--- src/rtl/gal_rowwr_pkg.sv ---
package gal_rowwr_pkg;

    localparam int ADDR_W = 6;

    typedef enum logic [2:0] {
        ST_IDLE   = 3'd0,
        ST_LEAD   = 3'd1,
        ST_SETUP  = 3'd2,
        ST_CLKHI  = 3'd3,
        ST_STROBE = 3'd4,
        ST_TAIL   = 3'd5
    } rw_state_e;

    typedef struct packed {
        logic [ADDR_W-1:0] addr;
        logic              erase;
    } rw_op_s;

    typedef struct packed {
        logic              pv_sel;
        logic [ADDR_W-1:0] row_addr;
        logic              sdin;
        logic              sclk;
        logic              strobe_n;
    } rw_pins_s;

    function automatic int ms_to_cycles(input int khz, input int ms);
        return khz * ms;
    endfunction

    function automatic int max2(input int a, input int b);
        return (a > b) ? a : b;
    endfunction

endpackage

--- src/rtl/gal_rowwr_timer.sv ---
module gal_rowwr_timer #(
    parameter int TW = 8
) (
    input  logic          clk,
    input  logic          rst,
    input  logic          load,
    input  logic [TW-1:0] load_val,
    output logic          zero
);
    logic [TW-1:0] cnt;

    always_ff @(posedge clk) begin
        if (rst) begin
            cnt <= '0;
        end else if (load) begin
            cnt <= load_val;
        end else if (cnt != '0) begin
            cnt <= cnt - 1'b1;
        end
    end

    assign zero = (cnt == '0);
endmodule

--- src/rtl/gal_rowwr_shifter.sv ---
module gal_rowwr_shifter #(
    parameter int ROW_BITS = 132
) (
    input  logic                clk,
    input  logic                rst,
    input  logic                cap,
    input  logic [ROW_BITS-1:0] row_in,
    input  logic                adv,
    output logic                bit_out,
    output logic                last_bit
);
    localparam int IW = (ROW_BITS > 1) ? $clog2(ROW_BITS) : 1;
    localparam logic [IW-1:0] LAST_IDX = IW'(ROW_BITS - 1);

    logic [ROW_BITS-1:0] sreg;
    logic [IW-1:0]       idx;

    always_ff @(posedge clk) begin
        if (rst) begin
            sreg <= '0;
            idx  <= '0;
        end else if (cap) begin
            sreg <= row_in;
            idx  <= '0;
        end else if (adv) begin
            sreg <= {1'b0, sreg[ROW_BITS-1:1]};
            idx  <= idx + 1'b1;
        end
    end

    assign bit_out  = sreg[0];
    assign last_bit = (idx == LAST_IDX);

    // the bit index never runs past the last row bit
    assert_idx_range_R6: assert property (@(posedge clk) disable iff (rst)
        idx <= LAST_IDX);
endmodule

--- src/rtl/gal_rowwr_fsm.sv ---
module gal_rowwr_fsm
    import gal_rowwr_pkg::*;
#(
    parameter int TW        = 8,
    parameter int LEAD_CYC  = 4,
    parameter int SETUP_CYC = 2,
    parameter int CLKHI_CYC = 2,
    parameter int PROG_P    = 10,
    parameter int ERASE_P   = 100
) (
    input  logic          clk,
    input  logic          rst,
    input  logic          start,
    input  logic          erase_q,
    input  logic          tmr_zero,
    input  logic          last_bit,
    output rw_state_e     state,
    output logic          tmr_load,
    output logic [TW-1:0] tmr_val,
    output logic          cap,
    output logic          adv,
    output logic          done
);
    localparam logic [TW-1:0] LEAD_V  = TW'(LEAD_CYC - 1);
    localparam logic [TW-1:0] SETUP_V = TW'(SETUP_CYC - 1);
    localparam logic [TW-1:0] HI_V    = TW'(CLKHI_CYC - 1);
    localparam logic [TW-1:0] PROG_V  = TW'(PROG_P - 1);
    localparam logic [TW-1:0] ERASE_V = TW'(ERASE_P - 1);

    rw_state_e nxt;

    always_comb begin
        nxt      = state;
        tmr_load = 1'b0;
        tmr_val  = '0;
        cap      = 1'b0;
        adv      = 1'b0;
        unique case (state)
            ST_IDLE: begin
                if (start) begin
                    nxt      = ST_LEAD;
                    tmr_load = 1'b1;
                    tmr_val  = LEAD_V;
                    cap      = 1'b1;
                end
            end
            ST_LEAD: begin
                if (tmr_zero) begin
                    nxt      = ST_SETUP;
                    tmr_load = 1'b1;
                    tmr_val  = SETUP_V;
                end
            end
            ST_SETUP: begin
                if (tmr_zero) begin
                    nxt      = ST_CLKHI;
                    tmr_load = 1'b1;
                    tmr_val  = HI_V;
                end
            end
            ST_CLKHI: begin
                if (tmr_zero) begin
                    tmr_load = 1'b1;
                    if (last_bit) begin
                        nxt     = ST_STROBE;
                        tmr_val = erase_q ? ERASE_V : PROG_V;
                    end else begin
                        nxt     = ST_SETUP;
                        tmr_val = SETUP_V;
                        adv     = 1'b1;
                    end
                end
            end
            ST_STROBE: begin
                if (tmr_zero) begin
                    nxt = ST_TAIL;
                end
            end
            ST_TAIL: nxt = ST_IDLE;
            default: nxt = ST_IDLE;
        endcase
    end

    always_ff @(posedge clk) begin
        if (rst) begin
            state <= ST_IDLE;
            done  <= 1'b0;
        end else begin
            state <= nxt;
            done  <= (state == ST_TAIL);
        end
    end

    // completion is a single-cycle pulse
    assert_done_pulse_R9: assert property (@(posedge clk) disable iff (rst)
        done |=> !done);
endmodule

--- src/rtl/gal_rowwr.sv ---
module gal_rowwr
    import gal_rowwr_pkg::*;
#(
    parameter int ROW_BITS  = 132,
    parameter int LEAD_CYC  = 4,
    parameter int SETUP_CYC = 2,
    parameter int CLKHI_CYC = 2,
    parameter int CLK_KHZ   = 125000,
    parameter int PROG_MS   = 10,
    parameter int ERASE_MS  = 100
) (
    input  logic                clk,
    input  logic                rst,
    input  logic                start,
    input  logic                erase,
    input  logic [5:0]          addr_in,
    input  logic [ROW_BITS-1:0] row_in,
    output logic                busy,
    output logic                done,
    output logic                pv_sel,
    output logic [5:0]          row_addr,
    output logic                sdin,
    output logic                sclk,
    output logic                strobe_n
);
    localparam int PROG_P  = ms_to_cycles(CLK_KHZ, PROG_MS);
    localparam int ERASE_P = ms_to_cycles(CLK_KHZ, ERASE_MS);
    localparam int MAXC    = max2(max2(PROG_P, ERASE_P),
                                  max2(LEAD_CYC, max2(SETUP_CYC, CLKHI_CYC)));
    localparam int TW      = $clog2(MAXC + 1);

    rw_state_e     state;
    rw_op_s        op_q;
    rw_pins_s      pins;
    logic          tmr_load, tmr_zero, cap, adv, bit_out, last_bit;
    logic [TW-1:0] tmr_val;

    gal_rowwr_fsm #(
        .TW(TW), .LEAD_CYC(LEAD_CYC), .SETUP_CYC(SETUP_CYC),
        .CLKHI_CYC(CLKHI_CYC), .PROG_P(PROG_P), .ERASE_P(ERASE_P)
    ) u_fsm (
        .clk(clk), .rst(rst), .start(start), .erase_q(op_q.erase),
        .tmr_zero(tmr_zero), .last_bit(last_bit), .state(state),
        .tmr_load(tmr_load), .tmr_val(tmr_val), .cap(cap), .adv(adv),
        .done(done)
    );

    gal_rowwr_timer #(.TW(TW)) u_tmr (
        .clk(clk), .rst(rst), .load(tmr_load), .load_val(tmr_val),
        .zero(tmr_zero)
    );

    gal_rowwr_shifter #(.ROW_BITS(ROW_BITS)) u_shf (
        .clk(clk), .rst(rst), .cap(cap), .row_in(row_in), .adv(adv),
        .bit_out(bit_out), .last_bit(last_bit)
    );

    always_ff @(posedge clk) begin
        if (rst) begin
            op_q <= '0;
        end else if (cap) begin
            op_q.addr  <= addr_in;
            op_q.erase <= erase;
        end
    end

    always_comb begin
        pins          = '0;
        pins.strobe_n = 1'b1;
        if (state != ST_IDLE) begin
            pins.pv_sel   = 1'b1;
            pins.row_addr = op_q.addr;
            pins.sdin     = (state == ST_SETUP || state == ST_CLKHI) && bit_out;
            pins.sclk     = (state == ST_CLKHI);
            pins.strobe_n = (state != ST_STROBE);
        end
    end

    assign busy     = (state != ST_IDLE);
    assign pv_sel   = pins.pv_sel;
    assign row_addr = pins.row_addr;
    assign sdin     = pins.sdin;
    assign sclk     = pins.sclk;
    assign strobe_n = pins.strobe_n;

    // strobe-low run counter for the pulse-length check
    logic [TW-1:0] lo_cnt;
    always_ff @(posedge clk) begin
        if (rst)            lo_cnt <= '0;
        else if (!strobe_n) lo_cnt <= lo_cnt + 1'b1;
        else                lo_cnt <= '0;
    end

    assert_idle_pins_R1: assert property (@(posedge clk) disable iff (rst)
        !busy |-> (!pv_sel && strobe_n && !sclk && !sdin && row_addr == '0));
    assert_accept_R2: assert property (@(posedge clk) disable iff (rst)
        start && !busy |=> busy);
    assert_select_frame_R3: assert property (@(posedge clk) disable iff (rst)
        !strobe_n |-> pv_sel);
    assert_addr_hold_R4: assert property (@(posedge clk) disable iff (rst)
        busy && $past(busy) |-> $stable(row_addr));
    assert_data_hold_R5: assert property (@(posedge clk) disable iff (rst)
        sclk && $past(sclk) |-> $stable(sdin));
    assert_pulse_len_R7: assert property (@(posedge clk) disable iff (rst)
        $rose(strobe_n) |-> lo_cnt == (op_q.erase ? TW'(ERASE_P) : TW'(PROG_P)));
    assert_no_overlap_R8: assert property (@(posedge clk) disable iff (rst)
        !(sclk && !strobe_n));
    assert_fall_done_R9: assert property (@(posedge clk) disable iff (rst)
        $fell(busy) |-> done);
    assert_ignore_busy_R10: assert property (@(posedge clk) disable iff (rst)
        busy && start && state != ST_TAIL |=> busy);
endmodule

--- config.mk ---
export PLATFORM = sky130hd
export DESIGN_NAME = gal_rowwr
export DESIGN_NICKNAME = d
export VERILOG_FILES = /design/src/rtl/gal_rowwr_pkg.sv /design/src/rtl/gal_rowwr_timer.sv /design/src/rtl/gal_rowwr_shifter.sv /design/src/rtl/gal_rowwr_fsm.sv /design/src/rtl/gal_rowwr.sv
export SDC_FILE = /design/constraint.sdc
export NUM_CORES = 1
export LEC_CHECK = 0
export BUFFER_PORTS_ARGS = -buffer_cell sky130_fd_sc_hd__buf_4
export CAP_MARGIN = 20
export CORE_MARGIN = 8
export CORE_UTILIZATION = 55
export DETAILED_ROUTE_END_ITERATION = 7
export GPL_ROUTABILITY_DRIVEN = 0
export PLACE_DENSITY = 0.79
export RECOVER_POWER = 100
export SYNTH_ARGS = -nofsm -noshare
export SYNTH_HDL_FRONTEND = slang
export SYNTH_SLANG_ARGS = --single-unit
export TNS_END_PERCENT = 5
--- constraint.sdc ---
create_clock -name clk -period 3.2 [get_ports clk]
set_input_delay 0.64 -clock clk [delete_from_list [all_inputs] [get_ports clk]]
set_output_delay 0.64 -clock clk [all_outputs]
set_load 0.005 [all_outputs]
# Yosys cells after proc, flatten, opt, wreduce, memory -nomap -nowiden

Index checks and enable logic that the tools add are counted.

Register bits: 175
Input bits: 142
Output and inout port bits: 12

Add/sub/neg operators: 2
Equal/unequal tests: 12
Multiplexer cells: 25
Reductions and logical operators: 12

Operator list:

| kind                                                                   | count |
|---|---|
| 132-bit 2-to-1 mux                                                     | 2 |
| 24-bit 2-to-1 mux                                                      | 5 |
| 24-bit one-hot mux with 3 select lines                                 | 1 |
| 24-bit zero test                                                       | 1 |
| 24-bit nonzero test                                                    | 1 |
| 24-bit by 1-bit subtractor with 24-bit output (second input constant)  | 1 |
| 3-bit 2-to-1 mux                                                       | 6 |
| 3-bit one-hot mux with 5 select lines                                  | 1 |
| 10-bit 2-to-1 mux                                                      | 1 |
| 2-bit != test (second input constant)                                  | 5 |
| 8-bit by 1-bit adder with 8-bit output (second input constant)         | 1 |
| 8-bit equality test (second input constant)                            | 1 |
| 1-bit 2-to-1 mux                                                       | 7 |
| 3-bit by 2-bit equality test with 1-bit output (second input constant) | 2 |
| 3-bit equality test (second input constant)                            | 2 |
| 5-bit AND reduction                                                    | 1 |
| 2-bit nonzero test                                                     | 2 |
| 2-bit OR reduction                                                     | 2 |
| 3-bit by 1-bit equality test with 1-bit output (second input constant) | 1 |
| 3-bit zero test                                                        | 1 |
| 3-bit != test (second input constant)                                  | 1 |
| 3-bit nonzero test                                                     | 1 |
| 3-bit OR reduction                                                     | 1 |
| 2-bit 2-to-1 mux                                                       | 1 |
| other kinds (3)                                                        | 3 |

# Depth between registers and ports, before layout

Depth in word-level cells: 6
Gate-level depth with buffers: 9

# Modules after synthesis

Synthesis repeated with hierarchy kept, for this count alone.

Cells, all modules: 866
Area, all modules: 8645.8 um^2

Modules (own cells, without submodules):

| module            | instances | cells each | area each (um^2) |
|---|---|---|---|
| gal_rowwr_shifter | 1         | 614        | 6601.3 |
| gal_rowwr_timer   | 1         | 165        | 1316.3 |
| gal_rowwr_fsm     | 1         | 52         | 394.1 |
| gal_rowwr         | 1         | 35         | 334.1 |

# Worst setup path before layout

No wires, ideal clock.

Path kind: register -> register
Start: register u_tmr.cnt[16]
End: register u_tmr.cnt[21]
Setup time: 133 ps
Arrival time: 2255 ps
Data required time: 3067 ps
Setup slack: 812 ps
Stages on the path, launching flop included: 8
Buffers on the path: 2
Clock period less this slack: 2388 ps
Cells stage by stage: dfxtp_1 or4_1 or4_4 nor4_2 or2_1 buf_4 buf_6 a221oi_1

Word-level cells in the longest chain between the ends: 4
Elaborated cells on any way between the ends: 10
Those cells by class: 1 x add/sub; 6 x mux; 3 x reduce/logical

Ends and longest elaborated chain:

| item                                                                                  | RTL line              | RTL |
|---|---|---|
| start, declared                                                                       | gal_rowwr_timer.sv:10 | `logic [TW-1:0] cnt;` |
| start signal, assigned                                                                | gal_rowwr_timer.sv:16 | `cnt <= load_val;` |
| start signal, assigned                                                                | gal_rowwr_timer.sv:18 | `cnt <= cnt - 1'b1;` |
| branches (longest 4 deep; another with 24-bit by 1-bit subtractor with 24-bit output) | n/a                   |  |

Several ways; the timed one is not identified. The select of a mux whose other input is x is not followed.
A chain may end at the register's enable or synchronous reset.

# Worst setup path after layout

Ends and elaborated chain as after synthesis.

==> results.md <==
* Via count at just under 8k
* Most instantiated cells after synthesis: nor3_1, dfxtp_1, nor2_1, nor4_1, clkbuf_1
* Vias in the first global route at 7,218
* Worst Path Required at 3.49 ns
* Final Cycle Share at 88.52%
* Via density per instance at 5.955
* CTS clk-pin slew, worst paths at 0.07 ns
* # DRC at 0
* Pwr/cell area at 894.5 nW/um^2
* Internal Power at 5.437 mW
* Tot GR Track Use at 22.05%
* Reg-to-Reg End: u_tmr.cnt[21]
* Synth Flop Type: dfxtp_1
* Power share of the combinational group at 38.7%
* Setup crit start kind: register
* Total negative setup slack at 0 ns
* Yosys cell types at 51
* Die height at 136.2 um
* Skew final at 0.008656 ns
* Post-synth EDFFs at 0
* Clock latency at the later pin of the worst-skew pair at 0.43 ns
* Peak supply drop at approximately 0.00075 V
* Top cell type's share of synthesized area at between 40% and 50%
* FF+latch count, synth at 175
* Cts hold-fix bufs at 0
* Fillers at 1,213
* Slew @ Worst Pin at 2.107 ns
* # IOs at 154
* Starting Density at 55.55%
* Die width at 136.2 um
* Antenna violations before repair at 0
* Post-DP HPWL at 13.34 mm
* Critical Path Fanout Max at 18
* Syn Area/Cell at 7.712 um^2
* Worst Setup End Kind: register
* Detailed Route WL at 20.72 mm
* Largest net degree at the start of global routing at 106
* DR WL/cell at 15.74 um
* Nets at 1,265
* Final setup fails at 0
* Min cycle time layout at ~2.8 ns
* Psw at 3.273 mW
* Max-slew violation count at 106
* Most frequent cell after synthesis: nor3_1
* Clock Power Share at 25.0%
* Area grow syn2layout at 22.45%
* RSZ-0062 raised after global routing: false
* Final Hold Fails at 0
* HP Class: reg -> reg
* Cells taking the most area after synthesis: dfxtp_1, nor3_1, nor4_1
* Post-CTS sizing at 0
* F_max at around 0.35 GHz
* Num CTS Buffers at 17
* Port Buffers at 153
* Sw Ratio at 37.58%
* CP startpoint: u_tmr.cnt[16]
* Critical path class: reg -> reg
* Register-to-Register Path Depth at 6
* ANT nets after route at 0
* Worst r2r src: u_tmr.cnt[16]
* Rows at 44
* CTS root buffer: clkbuf_16
* Clock Path Buffers at 2
* Die area at 18,560 um^2
* WP data arrival at 3.12 ns
* Post-synthesis sequential area ratio at between 40% and 50%
* Net Count, Synth at 1,176
* First-pass iteration count of the detailed router at 5
* Slew headroom at -40.48%
* R2R setup slack at between 0.3 and 0.4 ns
* Failing checks: max-capacitance violations, max-slew violations
* Layout cell share with drive strength beyond 1 at roughly a fifth
* Sequential share of power at 36.3%
* Clock sinks at between 150 and 200
* First-pass GRT wire length at 33.98 mm
* Max-Cap Viols at 1
* CTS tree: built
* Grt ovf at 0
* Area leader, netlist: dfxtp_1
* Core Area at between 10,000 and 15,000 um^2
* H-tree levels at 4
* Cell Area, Synth at 7951 um^2
* Overall power at about 8.7 mW
* Leakage at 3.753 nW
* Syn Inst Count at 1,031
* Setup crit end: u_tmr.cnt[21]
* DR iter-0 viols at 577
* Setup repair bufs after CTS at 0
* Yosys warning total at 0
* Status: finished with violations
* Async SR Flop Fraction at 0%
* Ant. Diodes at 0
[state kept, by name, indices dropped and copies added (netlist names)]
register and count:
u_fsm.state 3, u_fsm.done 1, u_shf.sreg 132, op_q 7
u_tmr.cnt 24, u_shf.idx 8
[kinds of logic (layout without fill, tap and decap cells)]
| family | after synthesis | after routing | synth area share, % |
|---|---|---|---|
| simple gates | 660 | 660 | 42.80 |
| flops | 175 | 175 | 44.06 |
| buf+inv | 112 | 213 | 5.728 |
| compound gates | 69 | 69 | 5.602 |
| xor+xnor | 11 | 11 | 1.212 |
| fa+ha+maj | 3 | 3 | 0.4721 |
| mux | 1 | 1 | 0.1259 |
[cells in the final DEF, fill, tap and decap left out, types with 6 or more instances in the layout]
| cell type | synthesis | layout |
|---|---|---|
| inv_1 | 9 | 9 |
| a21oi_1 | 33 | 33 |
| nand4_1 | 9 | 9 |
| nand2_1 | 29 | 28 |
| nor2_1 | 147 | 147 |
| o21ai_0 | 7 | 7 |
| xnor2_1 | 6 | 6 |
| buf_12 | 0 | 6 |
| a221oi_1 | 10 | 10 |
| buf_4 | 3 | 151 |
| clkbuf_16 | 0 | 17 |
| nor2b_1 | 6 | 6 |
| nor3_1 | 269 | 270 |
| clkbuf_4 | 0 | 8 |
| nand3_1 | 14 | 14 |
| dfxtp_1 | 175 | 175 |
| nor4_1 | 139 | 139 |
| or3_1 | 12 | 12 |
[layout make-up]
class                   count  area, um^2  share of cell area, %
clock inverters            11       157.7                  1.619
inverters                   9       33.78                 0.3470
clock buffers              20       466.7                  4.793
repair buffers            173        1354                  13.90
flip-flops and latches    175        3503                  35.98
well taps                 184       230.2                  2.364
multi-input cells         744        3991                  40.99
[per-stage QoR]
step | std cells | hold WS [ns] | area, um^2 | utilization, % | setup WS [ns]
after detailed placement | 1285 | 0.4454 | 9184 | 64.16 | 0.5474
after global routing | 1316 | 0.4486 | 9737 | 68.02 | 0.1997
after global placement | 1285 | 0.4393 | 9184 | 64.16 | 0.6413
final | 1316 | 0.4513 | 9737 | 68.02 | 0.3672
after floorplan | 1031 | 0.4318 | 7951 | - | 0.8119
after CTS | 1316 | 0.4438 | 9808 | 68.52 | 0.4703
[per-layer routing]
layer / track usage [%] / vias to the layer above / part of all wire [%]
met5: 0 / - / 0
met4: 7.871 / 0 / 1.5
met3: 5.691 / 34 / 7.1
met2: 34.49 / 239 / 47
met1: 28.79 / 3597 / 45
li1: - / 3967 / -
[power by group through the flow]
stage | registers (mW) | clock network, mW | logic [mW]
2_1_floorplan | 3.08 | 0 | 2.65
4_1_cts | 3.15 | 2.20 | 3.42
3_3_place_gp | 3.17 | 0 | 3.30
5_1_grt | 3.24 | 2.29 | 3.76
3_5_place_dp | 3.19 | 0 | 3.39
6_report | 3.16 | 2.18 | 3.37
[worst min path at each step]
stage          startpoint  cells past startpoint       to  slack (ns)
2_1_floorplan     op_q[1]                      2  op_q[1]        0.43
3_3_place_gp      op_q[1]                      2  op_q[1]        0.44
3_5_place_dp      op_q[4]                      2  op_q[4]        0.45
4_1_cts        addr_in[2]                      3  op_q[3]        0.44
5_1_grt        addr_in[0]                      3  op_q[1]        0.45
6_report          op_q[3]                      2  op_q[3]        0.45
[critical path, cell delays in order (launching register included)]
cell,delay [ns]
dfxtp_1,0.36
or4_1,0.59
or4_1,0.55
nor4_2,0.57
or2_1,0.17
clkbuf_2,0.32
a221oi_1,0.12
(Power assumes the default switching activity.)
